`src/rtl/txmon_pkg.sv`:
```
package txmon_pkg;

   typedef enum logic [1:0] {
      TXM_NORMAL     = 2'd0,
      TXM_ALL_ONES   = 2'd1,
      TXM_POWER_DOWN = 2'd2,
      TXM_ALL_HIZ    = 2'd3
   } txm_state_e;

endpackage

```
`src/rtl/txmon_sync.sv`:
```
module txmon_sync #(
   parameter int unsigned WIDTH  = 1,
   parameter int unsigned STAGES = 2
) (
   input  logic             clk,
   input  logic             rst_n,
   input  logic [WIDTH-1:0] d,
   output logic [WIDTH-1:0] q
);

   if (STAGES < 2) begin : g_bad_stages
      $error("txmon_sync: STAGES must be at least 2");
   end
   if (WIDTH < 1) begin : g_bad_width
      $error("txmon_sync: WIDTH must be at least 1");
   end

   logic [WIDTH-1:0] stage_q [STAGES];

   always_ff @(posedge clk or negedge rst_n) begin
      if (!rst_n) begin
         for (int i = 0; i < int'(STAGES); i++) stage_q[i] <= '0;
      end else begin
         stage_q[0] <= d;
         for (int i = 1; i < int'(STAGES); i++) stage_q[i] <= stage_q[i-1];
      end
   end

   assign q = stage_q[STAGES-1];

endmodule

```
`src/rtl/txmon_run_cnt.sv`:
```
module txmon_run_cnt #(
   parameter int unsigned SAT = 17,
   localparam int unsigned W  = $clog2(SAT + 1)
) (
   input  logic clk,
   input  logic rst_n,
   input  logic clr,
   input  logic inc,
   output logic full
);

   if (SAT < 1) begin : g_bad_sat
      $error("txmon_run_cnt: SAT must be at least 1");
   end

   localparam logic [W-1:0] SAT_V = W'(SAT);

   logic [W-1:0] cnt_q;

   always_ff @(posedge clk or negedge rst_n) begin
      if (!rst_n)                        cnt_q <= '0;
      else if (clr)                      cnt_q <= '0;
      else if (inc && (cnt_q != SAT_V))  cnt_q <= cnt_q + W'(1);
   end

   assign full = (cnt_q == SAT_V);

   // the counter saturates and never passes its limit
   assert_no_overflow_R2: assert property (@(posedge clk) disable iff (!rst_n)
      cnt_q <= SAT_V);

   // a clear request empties the counter on the next cycle
   assert_clear_empties_R7: assert property (@(posedge clk) disable iff (!rst_n)
      clr |=> (cnt_q == '0));

endmodule

```
`src/rtl/tx_clk_monitor.sv`:
```
module tx_clk_monitor
   import txmon_pkg::*;
#(
   parameter int unsigned HI_LIMIT    = 16,
   parameter int unsigned LO_LIMIT    = 64,
   parameter int unsigned SR_LIMIT    = 16,
   parameter int unsigned REF_TIMEOUT = 64,
   parameter int unsigned SYNC_STAGES = 2
) (
   input  logic       clk,
   input  logic       rst_n,
   input  logic       mclk_i,
   input  logic       mclk_alive_i,
   input  logic       refclk_i,
   input  logic       tclk_i,
   input  logic       tdn_i,
   output logic [1:0] state_o,
   output logic       tao_o,
   output logic       pdn_o,
   output logic       hiz_o,
   output logic       drv_en_o,
   output logic       sr1_o,
   output logic       ones_o
);

   if (HI_LIMIT < 1 || LO_LIMIT < 1 || SR_LIMIT < 1) begin : g_bad_limits
      $error("tx_clk_monitor: thresholds must be at least 1");
   end
   if (REF_TIMEOUT < 2) begin : g_bad_timeout
      $error("tx_clk_monitor: REF_TIMEOUT must be at least 2");
   end

   // synchronized input vector layout
   localparam int unsigned NSIG    = 5;
   localparam int unsigned IX_MACT = 0;
   localparam int unsigned IX_MCLK = 1;
   localparam int unsigned IX_TCLK = 3;
   localparam int unsigned IX_TDN  = 4;
   // clock group layout (edge tracked)
   localparam int unsigned NCK     = IX_TCLK - IX_MCLK + 1;
   localparam int unsigned CK_M    = 0;
   localparam int unsigned CK_R    = 1;
   localparam int unsigned CK_T    = 2;
   localparam int unsigned HI_SAT  = HI_LIMIT + 1;
   localparam int unsigned SR_SAT  = SR_LIMIT + 1;

   logic [NSIG-1:0] raw_in, lvl;
   logic [NCK-1:0]  ck_now, ck_last, ck_chg, ck_rise;
   logic            mclk_ok, tdn_hi, ref_tick;
   logic            hi_full, lo_full, sr_full, ref_dead;
   txm_state_e      st;

   assign raw_in = {tdn_i, tclk_i, refclk_i, mclk_i, mclk_alive_i};

   txmon_sync #(.WIDTH(NSIG), .STAGES(SYNC_STAGES)) u_sync (
      .clk   (clk),
      .rst_n (rst_n),
      .d     (raw_in),
      .q     (lvl)
   );

   assign mclk_ok = lvl[IX_MACT];
   assign tdn_hi  = lvl[IX_TDN];
   assign ck_now  = lvl[IX_TCLK:IX_MCLK];

   always_ff @(posedge clk or negedge rst_n) begin
      if (!rst_n) ck_last <= '0;
      else        ck_last <= ck_now;
   end

   assign ck_chg  = ck_now ^ ck_last;
   assign ck_rise = ck_chg & ck_now;

   // reference selection: master clock, else the fallback channel clock
   assign ref_tick = mclk_ok ? ck_rise[CK_M] : ck_rise[CK_R];

   txmon_run_cnt #(.SAT(HI_SAT)) u_hi_run (
      .clk (clk), .rst_n (rst_n),
      .clr (ck_chg[CK_T]),
      .inc (ref_tick & ck_now[CK_T]),
      .full(hi_full)
   );

   txmon_run_cnt #(.SAT(LO_LIMIT)) u_lo_run (
      .clk (clk), .rst_n (rst_n),
      .clr (ck_chg[CK_T]),
      .inc (ref_tick & ~ck_now[CK_T]),
      .full(lo_full)
   );

   txmon_run_cnt #(.SAT(SR_SAT)) u_sr_run (
      .clk (clk), .rst_n (rst_n),
      .clr (~tdn_hi),
      .inc (ck_rise[CK_T]),
      .full(sr_full)
   );

   txmon_run_cnt #(.SAT(REF_TIMEOUT)) u_ref_watch (
      .clk (clk), .rst_n (rst_n),
      .clr (ck_chg[CK_R]),
      .inc (1'b1),
      .full(ref_dead)
   );

   always_comb begin
      if (!mclk_ok && ref_dead) st = TXM_ALL_HIZ;
      else if (lo_full)         st = TXM_POWER_DOWN;
      else if (hi_full)         st = TXM_ALL_ONES;
      else                      st = TXM_NORMAL;
   end

   assign state_o  = st;
   assign tao_o    = (st == TXM_ALL_ONES);
   assign pdn_o    = (st == TXM_POWER_DOWN);
   assign hiz_o    = (st == TXM_ALL_HIZ);
   assign drv_en_o = ~(pdn_o | hiz_o);
   assign sr1_o    = sr_full;
   assign ones_o   = tao_o & ref_tick;

   // the high-run limit is only reached with the clock seen high
   assert_tao_needs_high_R2: assert property (@(posedge clk) disable iff (!rst_n)
      hi_full |-> $past(ck_now[CK_T]));

   // the low-run limit is only reached with the clock seen low
   assert_pdn_needs_low_R3: assert property (@(posedge clk) disable iff (!rst_n)
      lo_full |-> !$past(ck_now[CK_T]));

   // strobes come from rising edges, so two never touch unless the reference changed
   assert_ones_spaced_R4: assert property (@(posedge clk) disable iff (!rst_n)
      ones_o |=> (!ones_o || (mclk_ok != $past(mclk_ok))));

   // a transmit clock edge leaves neither stuck limit reached
   assert_edge_clears_R7: assert property (@(posedge clk) disable iff (!rst_n)
      ck_chg[CK_T] |=> (!hi_full && !lo_full));

   // a low negative-rail level drops single-rail mode on the next cycle
   assert_sr1_drop_R9: assert property (@(posedge clk) disable iff (!rst_n)
      !tdn_hi |=> !sr1_o);

   // at most one state flag at a time
   assert_flags_onehot_R10: assert property (@(posedge clk) disable iff (!rst_n)
      $onehot0({tao_o, pdn_o, hiz_o}));

endmodule

```
`config.mk`:
```
export PLATFORM = sky130hd
export DESIGN_NAME = tx_clk_monitor
export DESIGN_NICKNAME = d
export VERILOG_FILES = /design/src/rtl/txmon_pkg.sv /design/src/rtl/txmon_sync.sv /design/src/rtl/txmon_run_cnt.sv /design/src/rtl/tx_clk_monitor.sv
export SDC_FILE = /design/constraint.sdc
export NUM_CORES = 1
export LEC_CHECK = 0
export ABC_AREA = 1
export CELL_PAD_IN_SITES_DETAIL_PLACEMENT = 1
export CELL_PAD_IN_SITES_GLOBAL_PLACEMENT = 2
export CORE_MARGIN = 10
export CORE_UTILIZATION = 31
export DETAILED_ROUTE_END_ITERATION = 12
export PLACE_DENSITY = 0.78
export SETUP_SLACK_MARGIN = 0.3
export SLEW_MARGIN = 15
export SYNTH_ARGS = -nofsm -noshare
export SYNTH_HDL_FRONTEND = slang
export SYNTH_SLANG_ARGS = --single-unit
```
`constraint.sdc`:
```
create_clock -name clk -period 1.6 [get_ports clk]
set_clock_uncertainty 0.2 [all_clocks]
set_input_delay 0.16 -clock clk [delete_from_list [all_inputs] [get_ports clk]]
set_output_delay 0.16 -clock clk [all_outputs]
set_load 0.01 [all_outputs]
```
==> Word level (Yosys, flattened, before mapping) <==
Cells that the tools add are included.
{ "word_totals": {"elab_cells": 51, "in_bits": 7, "out_inout_bits": 8, "regBits": 37} }
{ "classes": {"eq_ne": 12, "n_reduce_logical": 8, "bitwise": 8, "n_addsub": 4, "muxes": 12} }
{ "ops": {"columns": ["operator", "count"], "rows": [
  ["7-bit two-way mux", 4],
  ["5-bit two-way mux", 4],
  ["7-bit by 1-bit adder with 7-bit output (second input constant)", 2],
  ["7-bit == test (second input constant)", 2],
  ["7-bit != test (second input constant)", 2],
  ["5-bit by 1-bit adder with 5-bit output (second input constant)", 2],
  ["5-bit == test (second input constant)", 2],
  ["5-bit != test (second input constant)", 2],
  ["2-bit nonzero test", 3],
  ["2-bit == test (second input constant)", 2],
  ["1-bit logical AND", 4],
  ["2-bit two-way mux", 2],
  ["1-bit bitwise AND", 3],
  ["3-bit bitwise AND", 1],
  ["3-bit XOR", 1],
  ["2-bit by 1-bit == test with 1-bit output (second input constant)", 1],
  ["1-bit two-way mux", 2],
  ["2-bit by 1-bit != test with 1-bit output (second input constant)", 1],
  ["1-bit inverter", 2],
  ["1-bit logical NOT", 1],
  ["1-bit bitwise OR", 1]
]} }

==> Depth between registers and ports, before layout <==
{ "logic_depth": {"word_depth": 7, "depth_mapped": 10, "ltp_nobuf": 10} }

==> By module <==
A second synthesis with hierarchy kept.
{ "hier_totals": {"hier_cells": 256, "hier_area_um2": 2026.9} }
{ "by_module_without_submodules": {"columns": ["mod", "n_inst", "area_per_inst_um2", "seq_area_each_um2", "cells_each"], "rows": [
  ["txmon_run_cnt at u_lo_run ...", 2, 440.4, 175.2, 62],
  ["txmon_run_cnt at u_hi_run ...", 2, 324.1, 125.1, 43],
  ["txmon_sync", 1, 287.8, 250.2, 15],
  ["tx_clk_monitor", 1, 210.2, 75.1, 31]
]} }

==> Least setup slack after synthesis <==
OpenSTA, ideal clock, no wires.
{ "synth_path": {"path_kind": "reg2out", "start": "reg u_ref_watch.cnt_q[0]", "end": "out drv_en_o", "stages_incl_launch_ff": 6, "t_arrival_ps": 1269, "setup_slack_ps": -29, "cell_sequence": "dfrtp_1 > inv_1 > ha_1 > nand4_2 > o21ai_0 > inv_1"} }
{ "synth_via": {"elab_chain_cells": 6} }
{ "synth_rtl": {"columns": ["element", "line", "text"], "rows": [
  ["from (decl)", "txmon_run_cnt.sv:18", "logic [W-1:0] cnt_q;"],
  ["from (signal assigned)", "txmon_run_cnt.sv:23", "else if (inc && (cnt_q != SAT_V)) cnt_q <= cnt_q + W'(1);"],
  ["7-bit == test *", "txmon_run_cnt.sv:26", "assign full = (cnt_q == SAT_V);"],
  ["1-bit logical AND *", "tx_clk_monitor.sv:106", "if (!mclk_ok && ref_dead) st = TXM_ALL_HIZ;"],
  ["2-bit two-way mux *", "tx_clk_monitor.sv:106", null],
  ["via state_o[1]", "tx_clk_monitor.sv:17", "output logic [1:0] state_o,"],
  ["2-bit == test (on tied branches)", "tx_clk_monitor.sv:114, tx_clk_monitor.sv:115", null],
  ["1-bit bitwise OR *", "tx_clk_monitor.sv:116", "assign drv_en_o = ~(pdn_o | hiz_o);"],
  ["1-bit inverter *", "tx_clk_monitor.sv:116", null],
  ["to (decl)", "tx_clk_monitor.sv:21", "output logic drv_en_o,"]
]} }
The timed path passes the listed nets; every way through them passes the cells marked *.

==> Worst setup path after layout <==
{ "layout_path": {"start": "reg u_lo_run.cnt_q[0]", "end": "out ones_o"} }
{ "layout_via": {"elab_chain_cells": 5} }
{ "layout_rtl": {"columns": ["element", "line", "text"], "rows": [
  ["from (decl)", "txmon_run_cnt.sv:18", null],
  ["from (signal assigned)", "txmon_run_cnt.sv:23", null],
  ["7-bit == test", "txmon_run_cnt.sv:26", null],
  ["2-bit two-way mux", "tx_clk_monitor.sv:107", "else if (lo_full) st = TXM_POWER_DOWN;"],
  ["2-bit two-way mux", "tx_clk_monitor.sv:106", null],
  ["2-bit by 1-bit == test with 1-bit output", "tx_clk_monitor.sv:113", "assign tao_o = (st == TXM_ALL_ONES);"],
  ["1-bit bitwise AND", "tx_clk_monitor.sv:118", "assign ones_o = tao_o & ref_tick;"],
  ["to (decl)", "tx_clk_monitor.sv:23", "output logic ones_o"]
]} }
No other way between the ends.

==> out/results.env <==
SYNTHESIS.NETS=229
VIOLATED_CHECKS='negative setup slack'
GRT_ANTENNA_BEFORE_REPAIR=0
DIE_H_UM=96.95
R2R_END='u_lo_run.cnt_q[0]'
CELL_WITH_THE_MOST_INSTANCES_ON_THE_WORST_PATH='sky130_fd_sc_hd__inv_2'
END_KIND='primary output'
POST-PLACE-CELLS=330
GRT_PASS1_VIAS=1780
YS.WARNINGS.COUNT=0
CRIT_FANOUT=4
POST_ROUTE_ANT_NETS=0
WORSTPATHREQUIRED_PS=1240
RUN_STATUS='finished, violations left'
FINAL_NET_COUNT=306
GRT_PASS1_WL_MM=8.625
FINAL-MAX-SLEW-VIOLATION-COUNT=0
IR_DROP_mV=0.5213
INSERTION_DELAY_PS=290
SYN2LAYOUT_AREA_GROWTH_PCT=61.55
WIRE_PER_INST_UM=15.41
MET3_USAGE=0.03336
NUM_ANTENNA_CELLS=0
LARGEST_NET_DEGREE_AT_THE_START_OF_GLOBAL_ROUTING=24
DETAILEDROUTE.FIRSTPASSITERATIONCOUNT=4
POSTSYNTHCELLCOUNT=212
CLKTRANSATPATHREGS_PS=70
CRITPATHARRIVALTIME_PS=1530
GRT.OVERFLOW.TOTAL=0
SYNTH.CELL_AREA_UM2=1836
MAX-CLOCK-PATH-BUFFERS=2
ROUTE.DETAILED.VIAS_PER_INST=4.630
NUM_ROWS=27
CRIT_PATH_TOP_DELAY_CELL='sky130_fd_sc_hd__dfrtp_1'
CRITICAL-PATH-MAX-STAGE-DELAY_PS=390
PATH_CLASS='reg -> out'
RSZ0062_AT_GRT='true'
DESIGN_POWER_TOTAL_mW=2.203
TIMING.CRITICAL_PATH.TO='ones_o'
MAX_SLEW.WORST_PIN.SLEW_PS=400.7
FINAL_HOLD_VIOL_COUNT=0
CRIT_START='u_lo_run.cnt_q[0]'
REPORT.FINAL.SETUP_VIOL=14
YS_FF_LATCH=37
REG2REG_FROM='u_lo_run.cnt_q[0]'
FINAL.PERIOD_UTILIZATION=1.180
COMMONEST_CELLS_AFTER_ROUTING_FILL_AND_TAPS_ASIDE='sky130_fd_sc_hd__buf_4, sky130_fd_sc_hd__dfrtp_1, sky130_fd_sc_hd__nand2_1, sky130_fd_sc_hd__inv_1, sky130_fd_sc_hd__buf_6'
GRT_USE_TOTAL=0.1108
FINAL.HOLD.WORST_SLACK_PS=97.03
TIMING.REG2REG.SETUP_SLACK_PS=-270
SWITCHING_POWER_mW=0.6100
COMB_POWER_SHARE=0.206
MET2_USAGE=0.1912
MAX_CLOCK_FREQ_MHz=529.9
POWER.SEQUENTIAL.FRACTION=0.459
CLOCK_TREE_FROM_TRITONCTS='done'
SETUP.WORST_PATH.START_CLASS='register'
CLOCK-SINKS=37
MAX_CAP_VIOLATIONS=0
INTPOWER_mW=1.593
GRT_UTIL_MET1=0.1229
FILL_CELLS=634
SEQUENTIAL_ELEMENT_SHARE_OF_THE_SYNTHESIZED_AREA=0.5044
CELL_AREA_AFTER_LAYOUT_UM2=2965
FINALWEIGHTEDCONGESTION=0.7343
FINAL_COMMON_CELL='sky130_fd_sc_hd__buf_4'
DESIGN.DIE.AREA_UM2=9399
FINAL.SETUP.WORST_SLACK_PS=-287.3
SYNTH_TOP_CELLS_BY_AREA='sky130_fd_sc_hd__dfrtp_1, sky130_fd_sc_hd__nand2_1, sky130_fd_sc_hd__nand3_1, sky130_fd_sc_hd__ha_1, sky130_fd_sc_hd__inv_1'
FINAL_LAYOUT_SIZE_SUFFIX_GT1_FRAC=0.4931
GRT_MOST_USED_LAYER='met2'
CTS_ROOT_BUF='sky130_fd_sc_hd__clkbuf_8'
TRITONCTS.NUM_BUFFERS=5
R2R_CELLS=12
CLOCK_POWER_SHARE=0.334
LEAKAGEPOWER_nW=1.456
FP.COREAREA_UM2=5642
DIE_W_UM=96.95
SHARE_OF_THE_SYNTHESIZED_AREA_IN_THE_TOP_CELL_TYPE=0.5044
PORT_BUFFERS=14
MAX-SLEW-MARGIN-REL=0.7329
DETAILEDROUTE.FIRSTITERATIONVIOLATIONS=37
POST-ROUTE-MIN-PERIOD_PS=1887
INITIAL_UTILIZATION=0.3253
FINAL_CORE_UTILIZATION=0.5256
DRC_ERRORS=0
PATH_CATEGORY_OF_THE_WORST_MIN_DELAY_CHECK='in -> async'
H_TREE_LEVELS=2
DPL.HPWL_MM=3.367
SYNTH_CELL_TYPE_COUNT=24
SWSHARE=0.2770
PLACED_CELL_AREA_UM2=2431
YOSYSTOPAREACELL='sky130_fd_sc_hd__dfrtp_1'
SERIES_OF_CELL_INSTANCES_ALONG_THE_CRITICAL_PATH='inv_2 > ha_4 > nand2_2 > inv_2 > nand3_4 > nand2_4 > nor3_4 > buf_2'
VIA_COUNT=1676
P_PER_AREA_nW_PER_UM2=742.8
POST_SYNTH.CELL_AREA_AVG_UM2=8.658
BOUNDARYPINS=15
FINISH.CELL_COUNT_WITHOUT_FILLERS=362
WL_MM=5.580
## final cells by class
class	count	area, um2	area share
Clock buffer	7	96.34	0.03249
Clock inverter	1	5.005	0.001688
Inverter	33	131.4	0.04430
Multi-Input combinational cell	140	1089	0.3671
Sequential cell	37	927.1	0.3127
Tap cell	72	90.09	0.03038
Timing Repair Buffer	72	626.9	0.2114
## metal layers
metal / vias to the layer above / wire [um]
met2: 19 / 2975
met3: 8 / 161
met1: 815 / 2351
met4: 0 / 91
li1: 834 / -
met5: - / 0
## critical path: cells and delay by family (launching register included)
kind	cells	cell delay (ps)
simple gates	4	420
flops	1	390
buf+inv	3	270
fa+ha+maj	1	160
## cell usage after synthesis
master                     instances
sky130_fd_sc_hd__inv_1            32
sky130_fd_sc_hd__or2_2             1
sky130_fd_sc_hd__inv_2             1
sky130_fd_sc_hd__o21ai_0           8
sky130_fd_sc_hd__nand3_1          30
sky130_fd_sc_hd__buf_2             1
sky130_fd_sc_hd__xor2_1            6
sky130_fd_sc_hd__nand4_2           1
sky130_fd_sc_hd__nor2_1           20
sky130_fd_sc_hd__xnor2_1           1
sky130_fd_sc_hd__o21bai_1          1
sky130_fd_sc_hd__nand3_4           1
sky130_fd_sc_hd__nor3_1            3
sky130_fd_sc_hd__nor2_4            1
sky130_fd_sc_hd__nand2_2           1
sky130_fd_sc_hd__ha_1             10
sky130_fd_sc_hd__nand3b_1          1
sky130_fd_sc_hd__nand2_1          44
sky130_fd_sc_hd__buf_6             1
sky130_fd_sc_hd__nand3_2           2
sky130_fd_sc_hd__buf_1             1
sky130_fd_sc_hd__dfrtp_1          37
sky130_fd_sc_hd__nand4_1           4
sky130_fd_sc_hd__a21oi_1           4
## worst min-delay path by stage
stage | startpoint | to | slack, ps | cells past startpoint
2_1_floorplan | rst_n | ck_last[0] | -340 | 0
3_3_place_gp | rst_n | u_lo_run.cnt_q[3] | -110 | 1
3_5_place_dp | rst_n | u_lo_run.cnt_q[3] | -110 | 1
4_1_cts | rst_n | u_sync.q[3] | 100 | 2
5_1_grt | mclk_alive_i | u_sync.stage_q[5] | 80 | 1
6_report | rst_n | u_lo_run.cnt_q[6] | 100 | 2
## cell families after synthesis
family,Yosys count,synth area share
xor gates and xnor gates,7,0.03340
adders and majority gates,10,0.06817
buffers and inverters,36,0.07839
AOI/OAI and AO/OA,13,0.03681
and+or+nand+nor,109,0.2788
DFF,37,0.5044
## sequential cells by signal, indices dropped and copies added, names as in the netlist
name,count
ck_last,3
u_sync.stage_q,5
u_ref_watch.cnt_q,7
u_lo_run.cnt_q,7
u_hi_run.cnt_q,5
u_sync.q,5
u_sr_run.cnt_q,5
## power groups by stage
stage	sequential, mW	clock, mW	combinational (mW)
final	1.01	0.737	0.454
after global routing	1.02	0.788	0.499
after CTS	1.01	0.745	0.372
after detailed placement	1.02	0	0.285
after global placement	1.02	0	0.278
after floorplan	1.03	0	0.143
## metrics by stage
| step | worst slack [ps] | setup TNS (ps) |
|---|---|---|
| global placement | -327.8 | -2153 |
| CTS | -256.3 | -2056 |
| detailed placement | -362.1 | -2380 |
| floorplan | 168.0 | 0 |
| finish | -287.3 | -3261 |
| global route | -388.3 | -4624 |
## repair_timing
item,in CTS,in global routing
endpoints found under the setup margin,32,31
buffers inserted,12,10
hold endpoints to repair,37,0
hold buffers,1,0
gates cloned,1,0
pin swaps,17,14
gates resized for setup,80,31
No activity file was read; power rests on OpenSTA's default activity.
